### src/rtl/timer_pkg.sv
package timer_pkg;

  localparam int unsigned CTRL_EN_BIT   = 0;
  localparam int unsigned CTRL_PER_BIT  = 1;
  localparam int unsigned CTRL_MASK_BIT = 2;

  localparam int unsigned IDX_LOAD  = 0;
  localparam int unsigned IDX_STAT  = 1;
  localparam int unsigned IDX_CTRL  = 2;
  localparam int unsigned IDX_EOI   = 3;
  localparam int unsigned IDX_COUNT = 4;

  // Strobes from the register control to the counting datapath.
  typedef struct packed {
    logic loadNow;
    logic run;
    logic periodic;
    logic mask;
    logic eoiRead;
  } tmrStrobe_t;

endpackage

### src/rtl/timer_ctrl.sv
module timer_ctrl
  import timer_pkg::*;
#(
  parameter int unsigned DATA_W = 32,
  parameter int unsigned ADDR_W = 5
) (
  input  logic              clk,
  input  logic              rstN,
  input  logic              wrEn,
  input  logic              rdEn,
  input  logic [ADDR_W-1:0] addr,
  input  logic [DATA_W-1:0] wrData,
  input  logic [DATA_W-1:0] count,
  input  logic              flag,
  output logic [DATA_W-1:0] rdData,
  output logic [DATA_W-1:0] loadVal,
  output tmrStrobe_t        strobe
);

  localparam int unsigned IDX_W = ADDR_W - 2;

  logic [IDX_W-1:0] wordIdx;
  logic             aligned;
  logic             enQ, perQ, maskQ, enPrevQ;
  logic [DATA_W-1:0] loadQ;

  assign wordIdx = addr[ADDR_W-1:2];
  assign aligned = (addr[1:0] == 2'b00);

  always_ff @(posedge clk or negedge rstN) begin
    if (!rstN) begin
      loadQ   <= '0;
      enQ     <= 1'b0;
      perQ    <= 1'b0;
      maskQ   <= 1'b0;
      enPrevQ <= 1'b0;
    end else begin
      enPrevQ <= enQ;
      if (wrEn && aligned && wordIdx == IDX_W'(IDX_LOAD)) loadQ <= wrData;
      if (wrEn && aligned && wordIdx == IDX_W'(IDX_CTRL)) begin
        enQ   <= wrData[CTRL_EN_BIT];
        perQ  <= wrData[CTRL_PER_BIT];
        maskQ <= wrData[CTRL_MASK_BIT];
      end
    end
  end

  always_comb begin
    strobe.loadNow  = enQ && !enPrevQ;
    strobe.run      = enQ && enPrevQ;
    strobe.periodic = perQ;
    strobe.mask     = maskQ;
    strobe.eoiRead  = rdEn && aligned && (wordIdx == IDX_W'(IDX_EOI));
  end

  assign loadVal = loadQ;

  always_comb begin
    rdData = '0;
    if (aligned) begin
      if (wordIdx == IDX_W'(IDX_LOAD))       rdData = loadQ;
      else if (wordIdx == IDX_W'(IDX_STAT))  rdData[0] = flag;
      else if (wordIdx == IDX_W'(IDX_CTRL)) begin
        rdData[CTRL_EN_BIT]   = enQ;
        rdData[CTRL_PER_BIT]  = perQ;
        rdData[CTRL_MASK_BIT] = maskQ;
      end
      else if (wordIdx == IDX_W'(IDX_EOI))   rdData[0] = flag;
      else if (wordIdx == IDX_W'(IDX_COUNT)) rdData = count;
    end
  end

endmodule

### src/rtl/timer_datapath.sv
module timer_datapath
  import timer_pkg::*;
#(
  parameter int unsigned DATA_W       = 32,
  parameter int unsigned PRESCALE_DIV = 1
) (
  input  logic              clk,
  input  logic              rstN,
  input  tmrStrobe_t        strobe,
  input  logic [DATA_W-1:0] loadVal,
  output logic [DATA_W-1:0] count,
  output logic              flag,
  output logic              expiry
);

  logic tick;
  logic [DATA_W-1:0] countQ;
  logic flagQ;

  generate
    if (PRESCALE_DIV <= 1) begin : g_noPre
      assign tick = strobe.run;
    end else begin : g_pre
      localparam int unsigned PRE_W = $clog2(PRESCALE_DIV);
      logic [PRE_W-1:0] preQ;
      logic preWrap;
      assign preWrap = (preQ == PRE_W'(PRESCALE_DIV - 1));
      always_ff @(posedge clk or negedge rstN) begin
        if (!rstN)             preQ <= '0;
        else if (!strobe.run)  preQ <= '0;
        else if (preWrap)      preQ <= '0;
        else                   preQ <= preQ + 1'b1;
      end
      assign tick = strobe.run && preWrap;
    end
  endgenerate

  assign expiry = tick && (countQ == '0);

  always_ff @(posedge clk or negedge rstN) begin
    if (!rstN) begin
      countQ <= '0;
    end else if (strobe.loadNow) begin
      countQ <= loadVal;
    end else if (expiry) begin
      countQ <= strobe.periodic ? loadVal : '1;
    end else if (tick) begin
      countQ <= countQ - 1'b1;
    end
  end

  always_ff @(posedge clk or negedge rstN) begin
    if (!rstN)                        flagQ <= 1'b0;
    else if (expiry && !strobe.mask)  flagQ <= 1'b1;
    else if (strobe.eoiRead)          flagQ <= 1'b0;
  end

  assign count = countQ;
  assign flag  = flagQ;

endmodule

### src/rtl/down_timer.sv
module down_timer
  import timer_pkg::*;
#(
  parameter int unsigned DATA_W       = 32,
  parameter int unsigned ADDR_W       = 5,
  parameter int unsigned PRESCALE_DIV = 1
) (
  input  logic              clk,
  input  logic              rstN,
  input  logic              wrEn,
  input  logic              rdEn,
  input  logic [ADDR_W-1:0] addr,
  input  logic [DATA_W-1:0] wrData,
  output logic [DATA_W-1:0] rdData,
  output logic              irq
);

  tmrStrobe_t        strobe;
  logic [DATA_W-1:0] loadVal;
  logic [DATA_W-1:0] count;
  logic              flag;
  logic              expiry;

  timer_ctrl #(.DATA_W(DATA_W), .ADDR_W(ADDR_W)) u_ctrl (
    .clk(clk), .rstN(rstN), .wrEn(wrEn), .rdEn(rdEn), .addr(addr),
    .wrData(wrData), .count(count), .flag(flag), .rdData(rdData),
    .loadVal(loadVal), .strobe(strobe)
  );

  timer_datapath #(.DATA_W(DATA_W), .PRESCALE_DIV(PRESCALE_DIV)) u_dp (
    .clk(clk), .rstN(rstN), .strobe(strobe), .loadVal(loadVal),
    .count(count), .flag(flag), .expiry(expiry)
  );

  assign irq = flag && !strobe.mask;

endmodule

### config.mk
export PLATFORM = sky130hd
export DESIGN_NAME = down_timer
export DESIGN_NICKNAME = d
export VERILOG_FILES = /design/src/rtl/timer_pkg.sv /design/src/rtl/timer_ctrl.sv /design/src/rtl/timer_datapath.sv /design/src/rtl/down_timer.sv
export SDC_FILE = /design/constraint.sdc
export NUM_CORES = 1
export LEC_CHECK = 0
export ABC_AREA = 1
export BUFFER_PORTS_ARGS = -buffer_cell sky130_fd_sc_hd__buf_2
export CORE_MARGIN = 2
export CORE_UTILIZATION = 35
export CTS_CLUSTER_DIAMETER = 150
export DETAILED_ROUTE_END_ITERATION = 10
export SLEW_MARGIN = 40
export SYNTH_ARGS = -nofsm -noshare
export SYNTH_HDL_FRONTEND = slang
export SYNTH_SLANG_ARGS = --single-unit
### constraint.sdc
create_clock -name clk -period 2.2 [get_ports clk]
set_clock_uncertainty 0.1 [all_clocks]
set_input_delay 0.11 -clock clk [delete_from_list [all_inputs] [get_ports clk]]
set_output_delay 0.11 -clock clk [all_outputs]
set_load 0.02 [all_outputs]
==> flow_summary.toml <==
[status]
status = "finished clean"

[critical_path]
crit_top_cell = "nand2_1"
crit_fanout = 11
crit_type = "reg -> reg"
cp.arrival_ns = 2.17
cp.required_ns = 2.37
cp-end-kind = "flip-flop"
worstPathCellList = "inv_1 > ha_1 > nand2_2 > nor2_4 > nand2_4 > nor2_8 > nand3_4 > buf_4 > nand2_1 > nand2_1 > o21bai_1"
cpMaxStageDelayCell = "dfrtp_1"
cpPeakStageDelay_ns = 0.37
startpoint_type = "flip-flop"

[clocking]
insertion_delay_ns = 0.34
cts.path.max_buffers = 2
ctsHtreeMaxLevel = 3
numCtsBuffers = 9
clock_sinks = 69
root_buffer = "clkbuf_16"
path_clk_slew_ns = 0.06
tritoncts = "yes"

[placed_design]
dp_slack_ns = 0.128
io_buffers = 73
routabilityCongestion = 0.967
dp_hpwl_um = 10800

[synth]
yosysSeqAreaShare = 0.357
yosys-top-cells-area = "dfrtp_1, nand2_1, inv_1, nor2_1, a21oi_1"
async_reset_ff_frac = 1.00
syn_area_um2 = 4830
yosysMostFrequentCell = "nand2_1"
yosysTopAreaCellShare = 0.357
yosys.area_share.simple = 0.357
ys_top_cells_by_count = "nand2_1, inv_1, nor2_1"
synth_top_family_by_area = "simple AND/OR/NAND/NOR gates"
synthCells = 749
synthMuxAreaShare = 0.0233
ys_warn_count = 0
synth-seq-cells = 69
postSynthAreaPerCell_um2 = 6.45
synth_cell_types = 33
syn-num-nets = 791
yosys.area.top_type = "dfrtp_1"
synth_xor_area_frac = 0.0236
synth_adder_area_share = 0.00259
synth-main-ff-cell = "dfrtp_1"
synth_compound_area_frac = 0.125
synth-edff-count = 0

[sta]
finalCritPeriodShare = 0.909
worstMarginPinSlew_ns = 0.784
max_freq_mhz = 500
final.setup.worst_slack_ns = 0.200
slew_headroom = 0.476
finalHoldViolations = 0
timing.hold.ws_ns = 0.0228
rsz0062_at_grt = "yes"
setup_viol = 0
period_needed_ns = 2.00
drv_slew = 0

[route]
drt_iter0_drc = 314
num_vias = 5074
wl_per_cell_um = 14.2
ant_nets = 0
routed_wl_um = 14800
drc_errors = 0
viasPerCell = 4.87
first_pass_iters = 5

[pwr]
power_per_cell_area_nw_per_um2 = 1030
power.switching_w = 0.00271
intPower_w = 0.00359
p_sw_frac = 0.430
p_seq_frac = 0.345
leakagePower_nw = 3.12
pwr-share-comb = 0.428
ir_worst_vdd_mv = 0.392
power_frac_clock = 0.227

[floorplan]
die_w_um = 122
dieArea_um2 = 14800
std_cell_rows = 42
die_y_um = 122
io_pins = 74
core_um2 = 13300
start_util = 0.362

[finish]
fin_nets = 903
seqCellArea_um2 = 1730
area_growth_pct = 26.3
layout-drive-gt1-share = 0.165
multi_input_area_um2 = 2570
antennaDiodeCount = 0
nFillCells = 1454

[global_route]
antenna_found_initial = 0
grt_start_max_net_pins = 44
grt_overflow = 0
grt_pass1_vias = 5053
grt_first_pass_wirelength_um = 25200
grtUsageTotal = 0.218

[worst_hold_path]
min_path_type = "in -> reg"

[job]
drv_cap = 0
-- stage by stage --
stage | instances | setup TNS (ns) | util | total power, W | area, um2
after global routing | 1042 | -0.000618 | 0.457 | 0.00689 | 6100
after detailed placement | 992 | 0 | 0.409 | 0.00483 | 5460
final | 1042 | 0 | 0.457 | 0.00630 | 6100
after global placement | 992 | 0 | 0.409 | 0.00482 | 5460
after CTS | 1042 | 0 | 0.457 | 0.00632 | 6100
after floorplan | 749 | 0 | - | 0.00398 | 4830
-- registers in the layout, indices dropped and copies added, names as in the netlist --
signal,flops
u_ctrl.enPrevQ,1
u_ctrl.enQ,1
u_ctrl.loadVal,32
u_ctrl.maskQ,1
u_ctrl.perQ,1
u_dp.count,32
u_dp.flag,1
-- worst max-delay path: cells and delay by family, from the launching register on --
| family | cells | cell delay [ns] |
|---|---|---|
| buf+inv | 2 | 0.33 |
| compound gates | 1 | 0.14 |
| simple gates | 7 | 0.75 |
| flops | 1 | 0.37 |
| fa+ha+maj | 1 | 0.23 |
-- worst paths after layout --
path / endpoint / start / slack [ns] / cells after the start
min in group asynchronous: u_dp.count[28] / rstN / 0.23 / 2
max: u_dp.count[11] / u_dp.count[0] / 0.20 / 11
min: u_dp.flag / addr[2] / 0.02 / 4
min reg2reg: u_ctrl.loadVal[1] / u_ctrl.loadVal[1] / 0.41 / 2
max reg2reg: u_dp.count[11] / u_dp.count[0] / 0.20 / 11
max in group asynchronous: u_dp.count[0] / rstN / 1.10 / 3
-- power groups by stage --
stage,registers [W],logic [W],clock network [W]
detailed placement,0.00219,0.00264,0
finish,0.00218,0.00270,0.00143
global route,0.00226,0.00312,0.00151
CTS,0.00217,0.00270,0.00145
global placement,0.00219,0.00263,0
floorplan,0.00204,0.00195,0
-- kinds of logic (layout without fill, tap and decap cells) --
kind of cell,after synthesis,count (layout)
simple gates,414,414
buf+inv,132,249
compound gates,110,110
flops,69,69
xor+xnor,13,13
mux,10,10
fa+ha+maj,1,1
-- what timing repair did --
action | 4_1_cts | 5_1_grt
hold buffers | 34 | 0
setup endpoints to repair | 0 | 10
resized for setup | 0 | 1
buffers inserted | 0 | 0
hold endpoints to repair | 62 | 0
-- placed cells by master, fill, tap and decap left out, types with 4 or more instances in the layout --
master / synthesis / final
clkbuf_8: 0 / 4
o21ai_1: 8 / 8
xor2_1: 13 / 13
nor2_1: 96 / 96
dfrtp_1: 69 / 69
inv_1: 97 / 97
dlygate4sd3_1: 0 / 34
nand4_1: 17 / 17
nand2_1: 255 / 255
buf_2: 9 / 73
o22ai_1: 19 / 19
nand3_1: 30 / 30
clkbuf_16: 0 / 9
o21ai_0: 23 / 23
buf_4: 2 / 25
o21ai_2: 4 / 4
mux2_2: 10 / 10
a21oi_1: 51 / 51
-- per-layer routing --
layer,global-route usage,share of wire
met1,0.300,0.48
met3,0.0338,0.056
met5,0,0
met4,0.0754,0.017
met2,0.351,0.45
-- final cells by class --
type	instances	share of cell area
clock buffers	16	0.0478
inverters	100	0.0615
multi-input cells	548	0.422
flip-flops and latches	69	0.283
well taps	176	0.0361
repair buffers	133	0.150
(Power assumes the default switching activity.)
